`config.mk`:
```
export PLATFORM = sky130hd
export DESIGN_NAME = bus_clear_seq
export DESIGN_NICKNAME = d
export VERILOG_FILES = /design/src/rtl/bcs_pkg.sv /design/src/rtl/bcs_phase_timer.sv /design/src/rtl/bcs_step_ctrl.sv /design/src/rtl/bcs_line_drive.sv /design/src/rtl/bus_clear_seq.sv
export SDC_FILE = /design/constraint.sdc
export NUM_CORES = 1
export LEC_CHECK = 0
export BUFFER_PORTS_ARGS = -buffer_cell sky130_fd_sc_hd__buf_2
export CORE_MARGIN = 1.5
export CORE_UTILIZATION = 25
export CTS_BUF_LIST = sky130_fd_sc_hd__clkbuf_4 sky130_fd_sc_hd__clkbuf_8
export CTS_CLUSTER_DIAMETER = 40
export DETAILED_ROUTE_END_ITERATION = 6
export PLACE_DENSITY_LB_ADDON = 0.2
export SLEW_MARGIN = 25
export SYNTH_ARGS = -nofsm -noshare
export SYNTH_HDL_FRONTEND = slang
export SYNTH_SLANG_ARGS = --single-unit
```
`constraint.sdc`:
```
create_clock -name clk -period 2.5 [get_ports clk]
set_clock_uncertainty 0.2 [all_clocks]
set_input_delay 0.125 -clock clk [delete_from_list [all_inputs] [get_ports clk]]
set_output_delay 0.125 -clock clk [all_outputs]
set_load 0.01 [all_outputs]
```
`src/rtl/bcs_pkg.sv`:
```
package bcs_pkg;
  // Default number of clock pulses issued before the stop is formed.
  localparam int unsigned BCS_PULSES_DEF = 9;
  // Phases after the pulse train: both-low, data-low, release.
  localparam int unsigned BCS_TAIL_PHASES = 3;

  typedef struct packed {
    logic scl;
    logic sda;
  } bcs_pull_t;
endpackage

```
`src/rtl/bcs_phase_timer.sv`:
```
module bcs_phase_timer #(
  parameter int unsigned PHASE_W = 16
) (
  input  logic               clk,
  input  logic               rst_n,
  input  logic               load_i,
  input  logic [PHASE_W-1:0] len_i,
  input  logic               run_i,
  output logic               tick_o
);
  localparam logic [PHASE_W-1:0] ONE = {{(PHASE_W-1){1'b0}}, 1'b1};

  logic [PHASE_W-1:0] len_q, len_d, cnt_q, cnt_d, len_eff;
  logic               len_en, cnt_en;

  always_comb begin
    len_eff = (len_i == '0) ? ONE : len_i;
    len_en  = load_i;
    len_d   = len_eff;
    cnt_en  = load_i | run_i;
    if (load_i)
      cnt_d = len_eff - ONE;
    else if (cnt_q == '0)
      cnt_d = len_q - ONE;
    else
      cnt_d = cnt_q - ONE;
  end

  always_ff @(posedge clk or negedge rst_n) begin
    if (!rst_n) begin
      len_q <= ONE;
      cnt_q <= '0;
    end else begin
      if (len_en) len_q <= len_d;
      if (cnt_en) cnt_q <= cnt_d;
    end
  end

  assign tick_o = run_i && (cnt_q == '0);
endmodule

```
`src/rtl/bcs_step_ctrl.sv`:
```
module bcs_step_ctrl #(
  parameter int unsigned NPH    = 21,
  parameter int unsigned PIDX_W = 5
) (
  input  logic              clk,
  input  logic              rst_n,
  input  logic              start_i,
  input  logic              tick_i,
  output logic              accept_o,
  output logic              active_o,
  output logic [PIDX_W-1:0] phase_o,
  output logic              done_o
);
  localparam logic [PIDX_W-1:0] LAST = PIDX_W'(NPH - 1);

  logic              active_q, active_d, done_q, done_d, last;
  logic [PIDX_W-1:0] phase_q, phase_d;
  logic              phase_en;

  always_comb begin
    accept_o = start_i && !active_q;
    last     = (phase_q == LAST);
    active_d = active_q;
    phase_d  = phase_q;
    phase_en = 1'b0;
    done_d   = tick_i && last;
    if (accept_o) begin
      active_d = 1'b1;
      phase_d  = '0;
      phase_en = 1'b1;
    end else if (tick_i) begin
      if (last) begin
        active_d = 1'b0;
      end else begin
        phase_d  = phase_q + PIDX_W'(1);
        phase_en = 1'b1;
      end
    end
  end

  always_ff @(posedge clk or negedge rst_n) begin
    if (!rst_n) begin
      active_q <= 1'b0;
      phase_q  <= '0;
      done_q   <= 1'b0;
    end else begin
      active_q <= active_d;
      done_q   <= done_d;
      if (phase_en) phase_q <= phase_d;
    end
  end

  assign active_o = active_q;
  assign phase_o  = phase_q;
  assign done_o   = done_q;
endmodule

```
`src/rtl/bcs_line_drive.sv`:
```
module bcs_line_drive
  import bcs_pkg::*;
#(
  parameter int unsigned PULSES = 9,
  parameter int unsigned PIDX_W = 5
) (
  input  logic              active_i,
  input  logic [PIDX_W-1:0] phase_i,
  output logic              scl_pull_o,
  output logic              sda_pull_o
);
  localparam logic [PIDX_W-1:0] P_BOTH = PIDX_W'(2 * PULSES);
  localparam logic [PIDX_W-1:0] P_DATA = PIDX_W'(2 * PULSES + 1);

  bcs_pull_t pull;

  always_comb begin
    pull = '0;
    if (active_i) begin
      if (phase_i < P_BOTH) begin
        pull.scl = phase_i[0];
      end else if (phase_i == P_BOTH) begin
        pull.scl = 1'b1;
        pull.sda = 1'b1;
      end else if (phase_i == P_DATA) begin
        pull.sda = 1'b1;
      end
    end
  end

  assign scl_pull_o = pull.scl;
  assign sda_pull_o = pull.sda;
endmodule

```
`src/rtl/bus_clear_seq.sv`:
```
module bus_clear_seq #(
  parameter int unsigned PHASE_W = 16,
  parameter int unsigned PULSES  = bcs_pkg::BCS_PULSES_DEF
) (
  input  logic               clk,
  input  logic               rst_n,
  input  logic               start_i,
  input  logic [PHASE_W-1:0] phase_len_i,
  output logic               scl_pull_o,
  output logic               sda_pull_o,
  output logic               done_o
);
  localparam int unsigned NPH    = 2 * PULSES + bcs_pkg::BCS_TAIL_PHASES;
  localparam int unsigned PIDX_W = $clog2(NPH);

  logic              accept, active_q, tick;
  logic [PIDX_W-1:0] phase_q;

  bcs_phase_timer #(.PHASE_W(PHASE_W)) u_timer (
    .clk    (clk),
    .rst_n  (rst_n),
    .load_i (accept),
    .len_i  (phase_len_i),
    .run_i  (active_q),
    .tick_o (tick)
  );

  bcs_step_ctrl #(.NPH(NPH), .PIDX_W(PIDX_W)) u_ctrl (
    .clk      (clk),
    .rst_n    (rst_n),
    .start_i  (start_i),
    .tick_i   (tick),
    .accept_o (accept),
    .active_o (active_q),
    .phase_o  (phase_q),
    .done_o   (done_o)
  );

  bcs_line_drive #(.PULSES(PULSES), .PIDX_W(PIDX_W)) u_drive (
    .active_i   (active_q),
    .phase_i    (phase_q),
    .scl_pull_o (scl_pull_o),
    .sda_pull_o (sda_pull_o)
  );
endmodule

```
# --- Yosys cells after proc, flatten, opt, wreduce, memory -nomap -nowiden ---
# Cells that the tools add are included.
op_classes:
  n_addsub: 4
  order_cmp: 1
  eq_ne: 4
  muxes: 18
  bitwise: 1
  reduce_logical: 10
op_table:
  columns: ["cell", "count"]
  rows:
  - ["16-bit two-way mux", 3]
  - ["16-bit by 1-bit subtractor with 16-bit output, second input constant", 3]
  - ["16-bit zero test", 2]
  - ["5-bit == test, second input constant", 3]
  - ["5-bit two-way mux", 3]
  - ["1-bit two-way mux", 11]
  - ["5-bit by 1-bit adder with 5-bit output, second input constant", 1]
  - ["5-bit < comparator, second input constant", 1]
  - ["2-bit nonzero test", 2]
  - ["1-bit logical AND", 3]
  - ["3-bit AND reduction", 1]
  - ["2-bit two-way mux", 1]
  - ["2-bit inequality test, second input constant", 1]
  - ["2-bit AND reduction", 1]
  - ["1-bit zero test", 1]
  - ["1-bit bitwise OR", 1]
word_totals:
  reg_bits: 39
  in_bits: 19
  out_inout_bits: 3

# --- Longest topological paths before layout ---
logic_depth:
  word_depth: 5
  ltp_mapped: 11

# --- Modules after synthesis ---
# A second synthesis with hierarchy kept.
hier_totals:
  hier_cells: 258
  hier_area_um2: 2245.9
by_module_without_submodules:
  columns: ["module", "n_inst", "cells_per_inst", "area_per_inst_um2", "seq_area_each_um2"]
  rows:
  - ["bcs_phase_timer", 1, 217, 1859.3, 802.0]
  - ["bcs_step_ctrl", 1, 35, 340.3, 175.2]
  - ["bcs_line_drive", 1, 6, 46.3, 0.0]

# --- Worst setup path before layout ---
# No wires, ideal clock.
synth_timing:
  path_type: "register -> register"
  start: "register u_ctrl.active_q, in the netlist u_ctrl.active_o"
  end: "register u_timer.cnt_q[10]"
  arrival_ps: 2443
  t_required_ps: 2179
  setup_slack_ps: -264
  path_stages_with_launch: 10
  n_path_buf: 2
  synth_period_minus_slack_ps: 2764
  path_cell_list: "dfrtp_1 > nor2b_1 > clkbuf_1 > clkbuf_1 > o21a_1 > ha_1 > o2111ai_1 > nor4_4 > and4bb_1 > nor3_1"
synth_between:
  elab_chain_cells: 3
  elab_cells_between_ends: 4
  cone_classes: "mux: 1; bitwise: 1; reduce/logical: 2"
synth_rtl:
  columns: ["item", "line", "rtl"]
  rows:
  - ["start: declaration", "bcs_step_ctrl.sv:16", "logic active_q, active_d, done_q, done_d, last;"]
  - ["start signal: assignment", "bcs_step_ctrl.sv:47", "active_q <= active_d;"]
  - ["1-bit zero test", "bcs_step_ctrl.sv:21", "accept_o = start_i && !active_q;"]
  - ["1-bit logical AND", "bcs_step_ctrl.sv:21", null]
  - ["16-bit two-way mux or 1-bit bitwise OR (tied branches)", "bcs_phase_timer.sv:21, bcs_phase_timer.sv:20", null]
  - ["end signal: assignment", "bcs_phase_timer.sv:35", "if (cnt_en) cnt_q <= cnt_d;"]
  - ["end: declaration", "bcs_phase_timer.sv:13", "logic [PHASE_W-1:0] len_q, len_d, cnt_q, cnt_d, len_eff;"]
# Parallel ways exist; a longest one is shown, timed or not.
# A chain may end at the register's enable or synchronous reset.

# --- Worst setup path in the final report ---
layout_timing:
  start: "register u_timer.cnt_q[5]"
  end: "register u_timer.cnt_q[14]"
layout_between:
  elab_chain_cells: 3
  elab_cells_between_ends: 4
  cone_classes: "add/sub: 1; mux: 2; reduce/logical: 1"
layout_rtl:
  columns: ["item", "line", "rtl"]
  rows:
  - ["16-bit by 1-bit subtractor with 16-bit output or 16-bit zero test (tied branches)", "bcs_phase_timer.sv:26, bcs_phase_timer.sv:23", null]
  - ["16-bit two-way mux (*)", "bcs_phase_timer.sv:23", "else if (cnt_q == '0)"]
  - ["16-bit two-way mux (*)", "bcs_phase_timer.sv:21", "if (load_i)"]
# Every way passes the cells marked *; elsewhere a longest branch is shown, timed or not.

==> results.md <==
* Routed via count divided by cell count at 4.772
* Wire length of the first global-routing pass at 10.96 mm
* Final max-slew violation count at 0
* Worst IR drop on VDD at 0.0002498 V
* Post-synth design cell area at 2303 µm²
* Unrepaired setup endpoints after global routing: true
* Final min period at 2.584 ns
* Number of core rows at 34
* Worst relative slew slack at 0.6414
* Crit end category: register
* Worst setup path class: reg -> reg
* Maximum number of pins on one net before global-route repair at 40
* Post-Route WL at 6.551 mm
* Remaining global-route overflow at 0
* First-pass detailed-route iteration total at 6
* Max Fanout on Critical Path at 6
* DR vias at 2,195
* Data required time of the critical path at 2.49 ns
* Tcrit/Tclk final at 1.034
* Tightest Pin Transition at 0.5378 ns
* Leakage power at 1.592 nW
* Achievable clock frequency at 0.3870 GHz
* Vias in the first global route at 2,278
* Core area at 8806 µm²
* Min-Delay Path Class: in -> reg
* Area share of the leading cell type in the synthesized netlist at 0.4128
* Iteration-0 DRC count of the detailed router at 132
* Total Power at 2.604 mW
* Source-to-sink clock delay at the later pin of the worst-skew pair at 0.30 ns
* Count of endpoints failing setup in the final report at 7
* Clock tree sinks at 39
* Kind of launch point of the worst setup path: register
* Sequential Area at 977.2 µm²
* Ratio of cells with drive above 1 in the final layout at 0.3722
* IO Pins at 22
* Remaining routing DRC violations at 2
* Cell type with the largest total area after synthesis: dfrtp_1
* Fin nets at 374
* Die Height at 98.99 µm
* Violations in the final reports: design-rule violations, negative setup slack
* Number of inserted diodes at 0
* Initial core utilization at 0.2616
* Worst path setup slack after routing at -0.08415 ns
* Total of fill cells in the finished design at 907
* Number of nets produced by synthesis at 270
* Run status: complete, but fails checks
* H-Tree Level Count at 2
* Post-route worst hold slack at 0.03308 ns
* Buffers on Ports at 21
* Worst Path Arrival at 2.57 ns
* Avg Cell Area, Syn at 9.326 µm²
* Die width at 98.99 µm
* Count of flip-flops with a built-in enable after synthesis at 0
* Number of placed instances with taps included at 423
* Accumulated negative setup slack at -0.3523 ns
* Antenna violations before repair at 0
* Non-filler cells, final at 460
* Pwr per Cell Area at 757.9 nW/µm²
* Count of endpoints failing hold in the final timing report at 0
* Flip-flop cell with the highest count after synthesis: dfrtp_1
* Post-detailed-route wirelength per cell at 14.24 µm
* Fraction of registers with async set/reset at 1.000
* Sequential share of the synthesized area at 0.4242
* Yosys cell types at 49
* Antenna Violating Nets Remaining at 0
* Root cell of the clock tree: clkbuf_8
* Aggregate global-route resource usage at 0.1427
* Multi-input logic area at 1376 µm²
* Synthesized netlist cell count at 247
* Yosys warnings at 0
* Pre-CTS WS at -0.3746 ns
* Reg clk slew, reported paths at 0.08 ns
* Area of the die at 9799 µm²
* Area delta synth->final at 49.16%
* Clock buffer count from CTS at 5
* Largest cells by area after synthesis: dfrtp_1 (41%), nand2_1 (6.7%), nor4_4 (5.5%), nor2_1 (4.6%), a21oi_1 (3.5%)
* Clock tree from TritonCTS: built
* #FFs+latches synth at 39
* Bufs on Longest Clock Path at 2
* Gp weighted congestion at 0.8141
* Max-cap violations at 0
* HPWL after detailed placement at 4.668 mm
[layout make-up]
cell class              instances  share of cell area
multi-input cells             191              0.4006
inverters                       4            0.004370
repair buffers                110              0.2454
well taps                     108             0.03933
clock buffers                   7             0.02440
clock inverters                 1            0.001457
flip-flops and latches         39              0.2844
[cell families (layout without fill, tap and decap cells)]
kind of cell | Yosys count | count (layout) | synth area share
compound gates | 56 | 56 | 0.1689
xor+xnor | 11 | 11 | 0.04182
fa+ha+maj | 4 | 4 | 0.02173
buf+inv | 17 | 122 | 0.03530
flops | 39 | 39 | 0.4242
mux | 2 | 2 | 0.008691
simple gates | 118 | 118 | 0.2993
[per-stage QoR]
| step | utilization | instance area, µm² |
|---|---|---|
| floorplan | - | 2323 |
| global placement | 0.3342 | 2943 |
| detailed placement | 0.3342 | 2943 |
| CTS | 0.3818 | 3362 |
| global route | 0.3902 | 3436 |
| finish | 0.3902 | 3436 |
[report_power, final]
group | total (mW) | internal (mW) | switching, mW
logic | 1.24 | 0.686 | 0.554
clock network | 0.458 | 0.218 | 0.240
registers | 0.906 | 0.776 | 0.130
[synth_stat cells (2+ instances only)]
cell       n
nor4_4     6
and4_1     3
and3_1     3
a222oi_1   6
a211oi_1   2
buf_2      2
nor2b_1    2
o211ai_1   3
o21a_1     2
nor4_1     5
mux2i_1    2
xor2_1     7
o21ai_1    5
a21o_1     6
o21ai_0    6
dfrtp_1   38
and2_1     7
nor2_1    28
o22ai_1    2
clkbuf_1   9
a21oi_1   16
nor3b_1    2
ha_1       4
inv_1      4
nand4_1    4
nor3_1     5
buf_6      2
nand2_1   41
a31oi_1    2
xnor2_1    4
[cells in the final DEF (no fill, tap or decap), drive strengths merged, types with 2 or more instances in the layout]
cell | Yosys | routed
nor4 | 11 | 11
nor2b | 2 | 2
xor2 | 7 | 7
nand2 | 41 | 41
o21ai | 11 | 11
and4 | 3 | 3
a211oi | 2 | 2
clkbuf | 9 | 7
and3 | 3 | 3
mux2i | 2 | 2
a31oi | 2 | 2
nor2 | 28 | 28
o211ai | 3 | 3
ha | 4 | 4
dlygate4sd3 | 0 | 15
a21o | 6 | 6
and2 | 7 | 7
dfrtp | 38 | 38
nor3b | 2 | 2
buf | 4 | 95
o21a | 2 | 2
a222oi | 6 | 6
nand4 | 4 | 4
nor3 | 5 | 5
xnor2 | 4 | 4
o22ai | 2 | 2
a21oi | 16 | 16
inv | 4 | 4
[flip-flops by register name (all words and copies together), names as in the netlist]
register         flops
u_ctrl.active_o      1
u_timer.len_q       16
u_timer.cnt_q       16
u_ctrl.done_o        1
u_ctrl.phase_o       5
[per-layer routing]
| layer | part of all wire | GRT usage |
|---|---|---|
| met3 | 0.040 | 0.02199 |
| met1 | 0.46 | 0.1829 |
| met4 | 0.013 | 0.04176 |
| met2 | 0.49 | 0.2483 |
| met5 | 0 | 0 |
[worst max-delay path, stage by stage (launching register included)]
cell,delay [ns]
dfrtp_1,0.41
nor4_4,0.08
and4_4,0.21
buf_6,0.11
buf_6,0.12
a222oi_1,0.37
nand4bb_1,0.17
buf_6,0.16
nor4_4,0.19
buf_4,0.18
mux2i_1,0.20
nor2_1,0.05
[final timing paths]
kind,start,end,slack (ns),cells past startpoint
setup / recovery,u_timer.cnt_q[5],u_timer.cnt_q[14],-0.08,11
hold / removal,phase_len_i[3],u_timer.len_q[3],0.03,3
setup reg to reg,u_timer.cnt_q[5],u_timer.cnt_q[14],-0.08,11
hold reg to reg,u_timer.len_q[14],u_timer.len_q[14],0.28,2
max in group asynchronous,rst_n,u_timer.len_q[0],1.60,2
min in group asynchronous,rst_n,u_timer.len_q[10],0.12,2
[what timing repair did]
action | in CTS | in global routing
gates resized for setup | 21 | 9
setup buffers | 12 | 3
pin swaps | 16 | 14
hold buffers | 15 | 0
endpoints found under the hold margin | 52 | 0
endpoints found under the setup margin | 13 | 13
Power figures use the tool's default switching activity.
